### config.mk
export PLATFORM = sky130hd
export DESIGN_NAME = irq_aggregator
export DESIGN_NICKNAME = d
export VERILOG_FILES = /design/src/rtl/irq_agg_pkg.sv /design/src/rtl/irq_sticky_bank.sv /design/src/rtl/irq_regfile.sv /design/src/rtl/irq_aggregator.sv
export SDC_FILE = /design/constraint.sdc
export NUM_CORES = 1
export LEC_CHECK = 0
export ABC_AREA = 0
export BUFFER_PORTS_ARGS = -buffer_cell sky130_fd_sc_hd__clkbuf_2
export CORE_MARGIN = 2
export CORE_UTILIZATION = 27
export CTS_BUF_LIST = sky130_fd_sc_hd__clkbuf_8 sky130_fd_sc_hd__clkbuf_16
export DETAILED_ROUTE_END_ITERATION = 12
export HOLD_SLACK_MARGIN = 0.08
export SETUP_SLACK_MARGIN = 0.15
export SLEW_MARGIN = 20
export SYNTH_ARGS = -nofsm -noshare
export SYNTH_HDL_FRONTEND = slang
export SYNTH_SLANG_ARGS = --single-unit
export TNS_END_PERCENT = 10
### constraint.sdc
create_clock -name clk -period 1.9 [get_ports clk]
set_input_delay 0.38 -clock clk [delete_from_list [all_inputs] [get_ports clk]]
set_output_delay 0.38 -clock clk [all_outputs]
set_load 0.05 [all_outputs]
### src/rtl/irq_agg_pkg.sv
package irq_agg_pkg;
  localparam int ADDR_W = 8;
  localparam int DATA_W = 8;
  localparam int EP_W   = DATA_W - 1;

  localparam logic [ADDR_W-1:0] A_STAT1 = 8'h21;
  localparam logic [ADDR_W-1:0] A_STAT2 = 8'h22;
  localparam logic [ADDR_W-1:0] A_EN1   = 8'h24;
  localparam logic [ADDR_W-1:0] A_EN2   = 8'h25;
  localparam logic [ADDR_W-1:0] A_POL   = 8'h30;
  localparam logic [ADDR_W-1:0] A_EP0   = 8'h60;
  localparam int EP0_SETUP_BIT = 2;

  // Sticky next state: a set overrides a clear of the same bit.
  function automatic logic sticky_next(input logic q, input logic set, input logic clr);
    return set | (q & ~clr);
  endfunction

  // Request pending when any status bit meets its enable.
  function automatic logic pending_of(input logic [DATA_W-1:0] s1, input logic [DATA_W-1:0] e1,
                                      input logic [DATA_W-1:0] s2, input logic [DATA_W-1:0] e2);
    return (|(s1 & e1)) | (|(s2 & e2));
  endfunction
endpackage

### src/rtl/irq_sticky_bank.sv
module irq_sticky_bank #(
  parameter int W = 8
) (
  input  logic         clk,
  input  logic         rst_n,
  input  logic [W-1:0] set_i,
  input  logic [W-1:0] clr_i,
  output logic [W-1:0] q_o
);
  import irq_agg_pkg::*;

  for (genvar i = 0; i < W; i++) begin : g_bit
    always_ff @(posedge clk or negedge rst_n) begin
      if (!rst_n) q_o[i] <= 1'b0;
      else        q_o[i] <= sticky_next(q_o[i], set_i[i], clr_i[i]);
    end
  end


  set_sticks_chk: assert property (@(posedge clk) disable iff (!rst_n)
    (|set_i) |=> ((q_o & $past(set_i)) == $past(set_i)));


  clear_chk: assert property (@(posedge clk) disable iff (!rst_n)
    (|(clr_i & ~set_i)) |=> ((q_o & $past(clr_i & ~set_i)) == '0));


  hold_chk: assert property (@(posedge clk) disable iff (!rst_n)
    (set_i == '0 && clr_i == '0) |=> $stable(q_o));
endmodule

### src/rtl/irq_regfile.sv
module irq_regfile
  import irq_agg_pkg::*;
(
  input  logic              clk,
  input  logic              rst_n,
  input  logic [ADDR_W-1:0] addr_i,
  input  logic              rd_i,
  input  logic              wr_i,
  input  logic [DATA_W-1:0] wdata_i,
  input  logic [DATA_W-1:0] stat1_i,
  input  logic [DATA_W-1:0] stat2_i,
  input  logic [DATA_W-1:0] ep0_i,
  output logic [DATA_W-1:0] clr1_o,
  output logic [DATA_W-1:0] clr2_o,
  output logic              clr_setup_ep0_o,
  output logic [DATA_W-1:0] en1_o,
  output logic [DATA_W-1:0] en2_o,
  output logic              pol_o,
  output logic [DATA_W-1:0] rdata_o
);
  logic hit;
  assign hit = (addr_i == A_STAT1) || (addr_i == A_STAT2) || (addr_i == A_EN1) ||
               (addr_i == A_EN2)   || (addr_i == A_POL)   || (addr_i == A_EP0);

  assign clr1_o          = (wr_i && addr_i == A_STAT1) ? wdata_i : '0;
  assign clr2_o          = (wr_i && addr_i == A_STAT2) ? wdata_i : '0;
  assign clr_setup_ep0_o = wr_i && (addr_i == A_EP0) && wdata_i[EP0_SETUP_BIT];

  always_ff @(posedge clk or negedge rst_n) begin
    if (!rst_n) begin
      en1_o <= '0;
      en2_o <= '0;
      pol_o <= 1'b0;
    end else if (wr_i) begin
      if (addr_i == A_EN1) en1_o <= wdata_i;
      if (addr_i == A_EN2) en2_o <= wdata_i;
      if (addr_i == A_POL) pol_o <= wdata_i[0];
    end
  end

  always_comb begin
    rdata_o = '0;
    if (rd_i) begin
      case (addr_i)
        A_STAT1: rdata_o = stat1_i;
        A_STAT2: rdata_o = stat2_i;
        A_EN1:   rdata_o = en1_o;
        A_EN2:   rdata_o = en2_o;
        A_POL:   rdata_o = {{(DATA_W-1){1'b0}}, pol_o};
        A_EP0:   rdata_o = ep0_i;
        default: rdata_o = '0;
      endcase
    end
  end


  unmapped_rd_chk: assert property (@(posedge clk) disable iff (!rst_n)
    (rd_i && !hit) |-> (rdata_o == '0));


  unmapped_wr_chk: assert property (@(posedge clk) disable iff (!rst_n)
    (wr_i && !hit) |=> ($stable(en1_o) && $stable(en2_o) && $stable(pol_o)));
endmodule

### src/rtl/irq_aggregator.sv
module irq_aggregator
  import irq_agg_pkg::*;
(
  input  logic              clk,
  input  logic              rst_n,
  input  logic [ADDR_W-1:0] addr_i,
  input  logic              rd_i,
  input  logic              wr_i,
  input  logic [DATA_W-1:0] wdata_i,
  output logic [DATA_W-1:0] rdata_o,
  input  logic [EP_W-1:0]   ep_evt_i,
  input  logic              setup_evt_i,
  input  logic [DATA_W-1:0] bus_evt_i,
  output logic              irq_o
);
  logic [DATA_W-1:0] clr1, clr2, en1, en2, stat1, stat2, ep0_view;
  logic [EP_W-1:0]   ep_q;
  logic              setup_q, clr_setup_ep0, pol, pending;

  irq_sticky_bank #(.W(EP_W)) u_ep_bank (
    .clk(clk), .rst_n(rst_n), .set_i(ep_evt_i), .clr_i(clr1[DATA_W-1:1]), .q_o(ep_q));

  irq_sticky_bank #(.W(1)) u_setup_bank (
    .clk(clk), .rst_n(rst_n), .set_i(setup_evt_i),
    .clr_i(clr1[0] | clr_setup_ep0), .q_o(setup_q));

  irq_sticky_bank #(.W(DATA_W)) u_bus_bank (
    .clk(clk), .rst_n(rst_n), .set_i(bus_evt_i), .clr_i(clr2), .q_o(stat2));

  assign stat1    = {ep_q, setup_q};
  assign ep0_view = DATA_W'(setup_q) << EP0_SETUP_BIT;

  irq_regfile u_regs (
    .clk(clk), .rst_n(rst_n), .addr_i(addr_i), .rd_i(rd_i), .wr_i(wr_i),
    .wdata_i(wdata_i), .stat1_i(stat1), .stat2_i(stat2), .ep0_i(ep0_view),
    .clr1_o(clr1), .clr2_o(clr2), .clr_setup_ep0_o(clr_setup_ep0),
    .en1_o(en1), .en2_o(en2), .pol_o(pol), .rdata_o(rdata_o));

  assign pending = pending_of(stat1, en1, stat2, en2);
  assign irq_o   = pol ? pending : ~pending;


  setup_mirror_chk: assert property (@(posedge clk) disable iff (!rst_n)
    setup_evt_i |=> (stat1[0] && ep0_view[EP0_SETUP_BIT]));


  no_enable_quiet_chk: assert property (@(posedge clk) disable iff (!rst_n)
    (en1 == '0 && en2 == '0) |-> (irq_o == !pol));
endmodule

==> results by group <==
STA
  • Worst-margin pin slew: 428.2 ps
  • Post-route setup slack: -157.1 ps
  • Fin crit period: 2057 ps
  • RSZ-0062 raised after global routing: true
  • Max_slew headroom: 71.45%
  • Fin. Hold Viols: 0
  • Worst-case clock skew: 0 ps
  • # setup viols final: 9
  • Pins Over Slew Limit: 0
  • Period Utilization, post-route: 108.3%
  • Setup TNS: -807.1 ps
  • FMAX: 486.1 MHz

Clock tree
  • CTS tree: yes
  • Clock sinks: 33
  • CTS Root Cell: clkbuf_8
  • H-tree depth: 2
  • Post-CTS Hold Fix Bufs: 0
  • Longest Clk Path Bufs: 2
  • Clk_lat worst skew: 280 ps
  • Cts bufs inserted: 5
  • Clock-pin transition on the worst setup and hold timing paths: 70 ps

Synth
  • Synth Register Bits: 33
  • Post-synth EDFFs: 0
  • Synth cell count leaders: dfrtp_1 (33), mux2_2 (22), nand2_1 (22)
  • Cell count after synthesis: 176
  • Most common cell in the synthesized netlist: dfrtp_1
  • Register area share after synthesis: 43.80%
  • Post-synth top flop: dfrtp_1
  • Mean Syn Cell Area: 10.71 um2
  • Synth warn: 0
  • Synth unique cells: 41
  • Area contributors post-synth: dfrtp_1 (44%), mux2_2 (13%), a21o_1 (6.4%), nand2_1 (4.4%), a22o_1 (2.8%)
  • Area leader, netlist: dfrtp_1
  • Yosys top cell area share: 43.80%
  • Asr flop ratio synth: 100.0%
  • Mapped Nets: 212
  • Syn Std Cell Area: 1886 um2

Drt
  • Vias: 1731
  • DRC violations left: 0
  • Final wirelength: 5535 um
  • Wire per inst: 15.46 um
  • Post-route antenna net violation count: 0
  • Drt first-iter violations: 90
  • DRT Pass-1 Iters: 4
  • Via/cell ratio: 4.835

Worst setup path
  • CP Class: flip-flop to primary output
  • Reg2reg end: u_regs.en1_o[2]$_DFFE_PN0P_
  • Worst flop-to-flop path startpoint: u_regs.en1_o[2]$_DFFE_PN0P_
  • Crit path max-delay family: compound AO/OA/AOI/OAI gates
  • Worst setup EP type: primary output
  • CP Launch Point: u_regs.en2_o[5]$_DFFE_PN0P_
  • Crit path depth: 5
  • Reg2reg setup slack: 910 ps
  • Cells along the critical path: a22o_1 > a221oi_2 > nand4_1 > xnor2_2 > buf_8
  • CP Capture Point: irq_o
  • Critical path buffers and inverters: 1
  • R2R cell count: 3
  • Worst-path maximum fanout: 2
  • Slowest-stage cell, CP: dfrtp_1
  • Arr. time, crit path: 1680 ps
  • CP peak stage delay: 380 ps
  • Startpoint Class: flip-flop
  • CP required: 1520 ps

Outcome
  • Status: finished, violations left
  • Violated checks: negative setup slack

Floorplanning
  • Die width: 87.57 um
  • Core area: 6794 um2
  • Rows: 30
  • Die area: 7668 um2
  • Starting Density: 27.75%
  • Die Ht: 87.57 um
  • I/O pin total: 45

Layout
  • Area grow syn2layout: 50.50%
  • Nets: 297
  • Finished Layout Cells: 358
  • # diodes: 0
  • Share of layout cells above drive strength 1: 54.58%
  • Post-layout util: 41.77%
  • Final Cell Area: 2838 um2
  • Layout fillers: 681

Power and ir drop
  • Power Dens Cells: 586.2 nW/um2
  • Leakage: 1.204 nW
  • Pwr Total: 1.663 mW
  • Worst VDD drop: 0.3416 mV

GRT
  • Antenna violations before repair: 0
  • GRT Overall Usage: 15.74%
  • Grt total ovfl: 0
  • Pin count of the biggest net entering global routing: 34
  • First-pass GRT wire length: 9197 um
  • Vias in the first global route: 1902

Place
  • Port Buffer Count: 44
  • Dpl hpwl: 4127 um
  • Placed cell areas: 2631 um2
  • Gpl congestion: 0.8824
  • Placed cells: 349

Flow run
  • Max_cap viols: 0

Min path
  • Min-Delay Path Class: input port to async pin
layout make-up:
class                   count  area (um2)  share of cell area, %
clock buffers               7       96.34                  3.395
well taps                  96       120.1                  4.233
repair buffers             85       668.1                  23.54
clock inverters             1       5.005                 0.1764
inverters                   1       3.754                 0.1323
flip-flops and latches     33       825.8                  29.10
multi-input cells         135        1119                  39.42
layout by cell type, fill, tap and decap left out, drive strengths merged, types with 2 or more instances in the layout:
master and instances:
a21o 16, nor4 3, o22a 4, a22oi 4, xnor2 2, nand3b 2
a21oi 5, a22o 6, nand3 4, clkbuf 43, nand2 23, nor2 10
and3 5, buf 49, mux2 23, or3b 2, nand4 5, a221oi 4
dfrtp 33, nor2b 4
where the power goes:
part | internal [mW] | leakage (nW) | switching [mW]
Combinational | 0.172 | 0.776 | 0.173
Clock | 0.327 | 0.0542 | 0.257
Sequential | 0.720 | 0.374 | 0.0143
Total | 1.22 | 1.20 | 0.444
kinds of logic (layout without fill, tap and decap cells):
family | Yosys count | in the layout | synth area share, %
multiplexers | 24 | 24 | 14.27
AO/OA/AOI/OAI | 44 | 44 | 17.98
buffers and inverters | 8 | 94 | 2.189
XOR/XNOR | 2 | 2 | 0.9292
flip-flops | 33 | 33 | 43.80
AND/OR/NAND/NOR | 65 | 65 | 20.84
metrics by stage:
stage	hold slack, ps	setup WS [ps]
floorplan	84.41	-155.4
global placement	434.8	-171.1
detailed placement	438.6	-257.3
CTS	129.9	-218.6
global route	143.6	-295.0
finish	116.9	-157.1
flip-flops by register name (all words and copies together) (netlist names):
signal	flops
u_bus_bank.q_o	8
u_regs.pol_o	1
u_ep_bank.q_o	7
u_regs.en2_o	8
u_setup_bank.q_o	1
u_regs.en1_o	8
metal layers:
layer	global-route usage [%]	vias up	routed length (um)
met3	3.487	10	289
met4	5.874	0	125
met2	24.38	53	2478
met5	0	-	0
met1	21.56	838	2642
li1	-	830	-
timing repair:
item,4_1_cts,5_1_grt
setup endpoints to repair,9,9
pin swaps,4,3
gates resized for setup,15,6
setup buffers,1,0
worst min path at each step:
stage	startpoint	endpoint	slack, ps	cells past startpoint
finish	rst_n	u_bus_bank.q_o[6]$_DFF_PN0_	120	2
global route	rst_n	u_ep_bank.q_o[6]$_DFF_PN0_	140	2
CTS	rst_n	u_bus_bank.q_o[6]$_DFF_PN0_	130	2
detailed placement	rst_n	u_regs.en2_o[6]$_DFFE_PN0P_	440	2
global placement	rst_n	u_regs.en2_o[6]$_DFFE_PN0P_	430	2
floorplan	rst_n	u_bus_bank.q_o[0]$_DFF_PN0_	80	0
No activity file was read; power rests on OpenSTA's default activity.
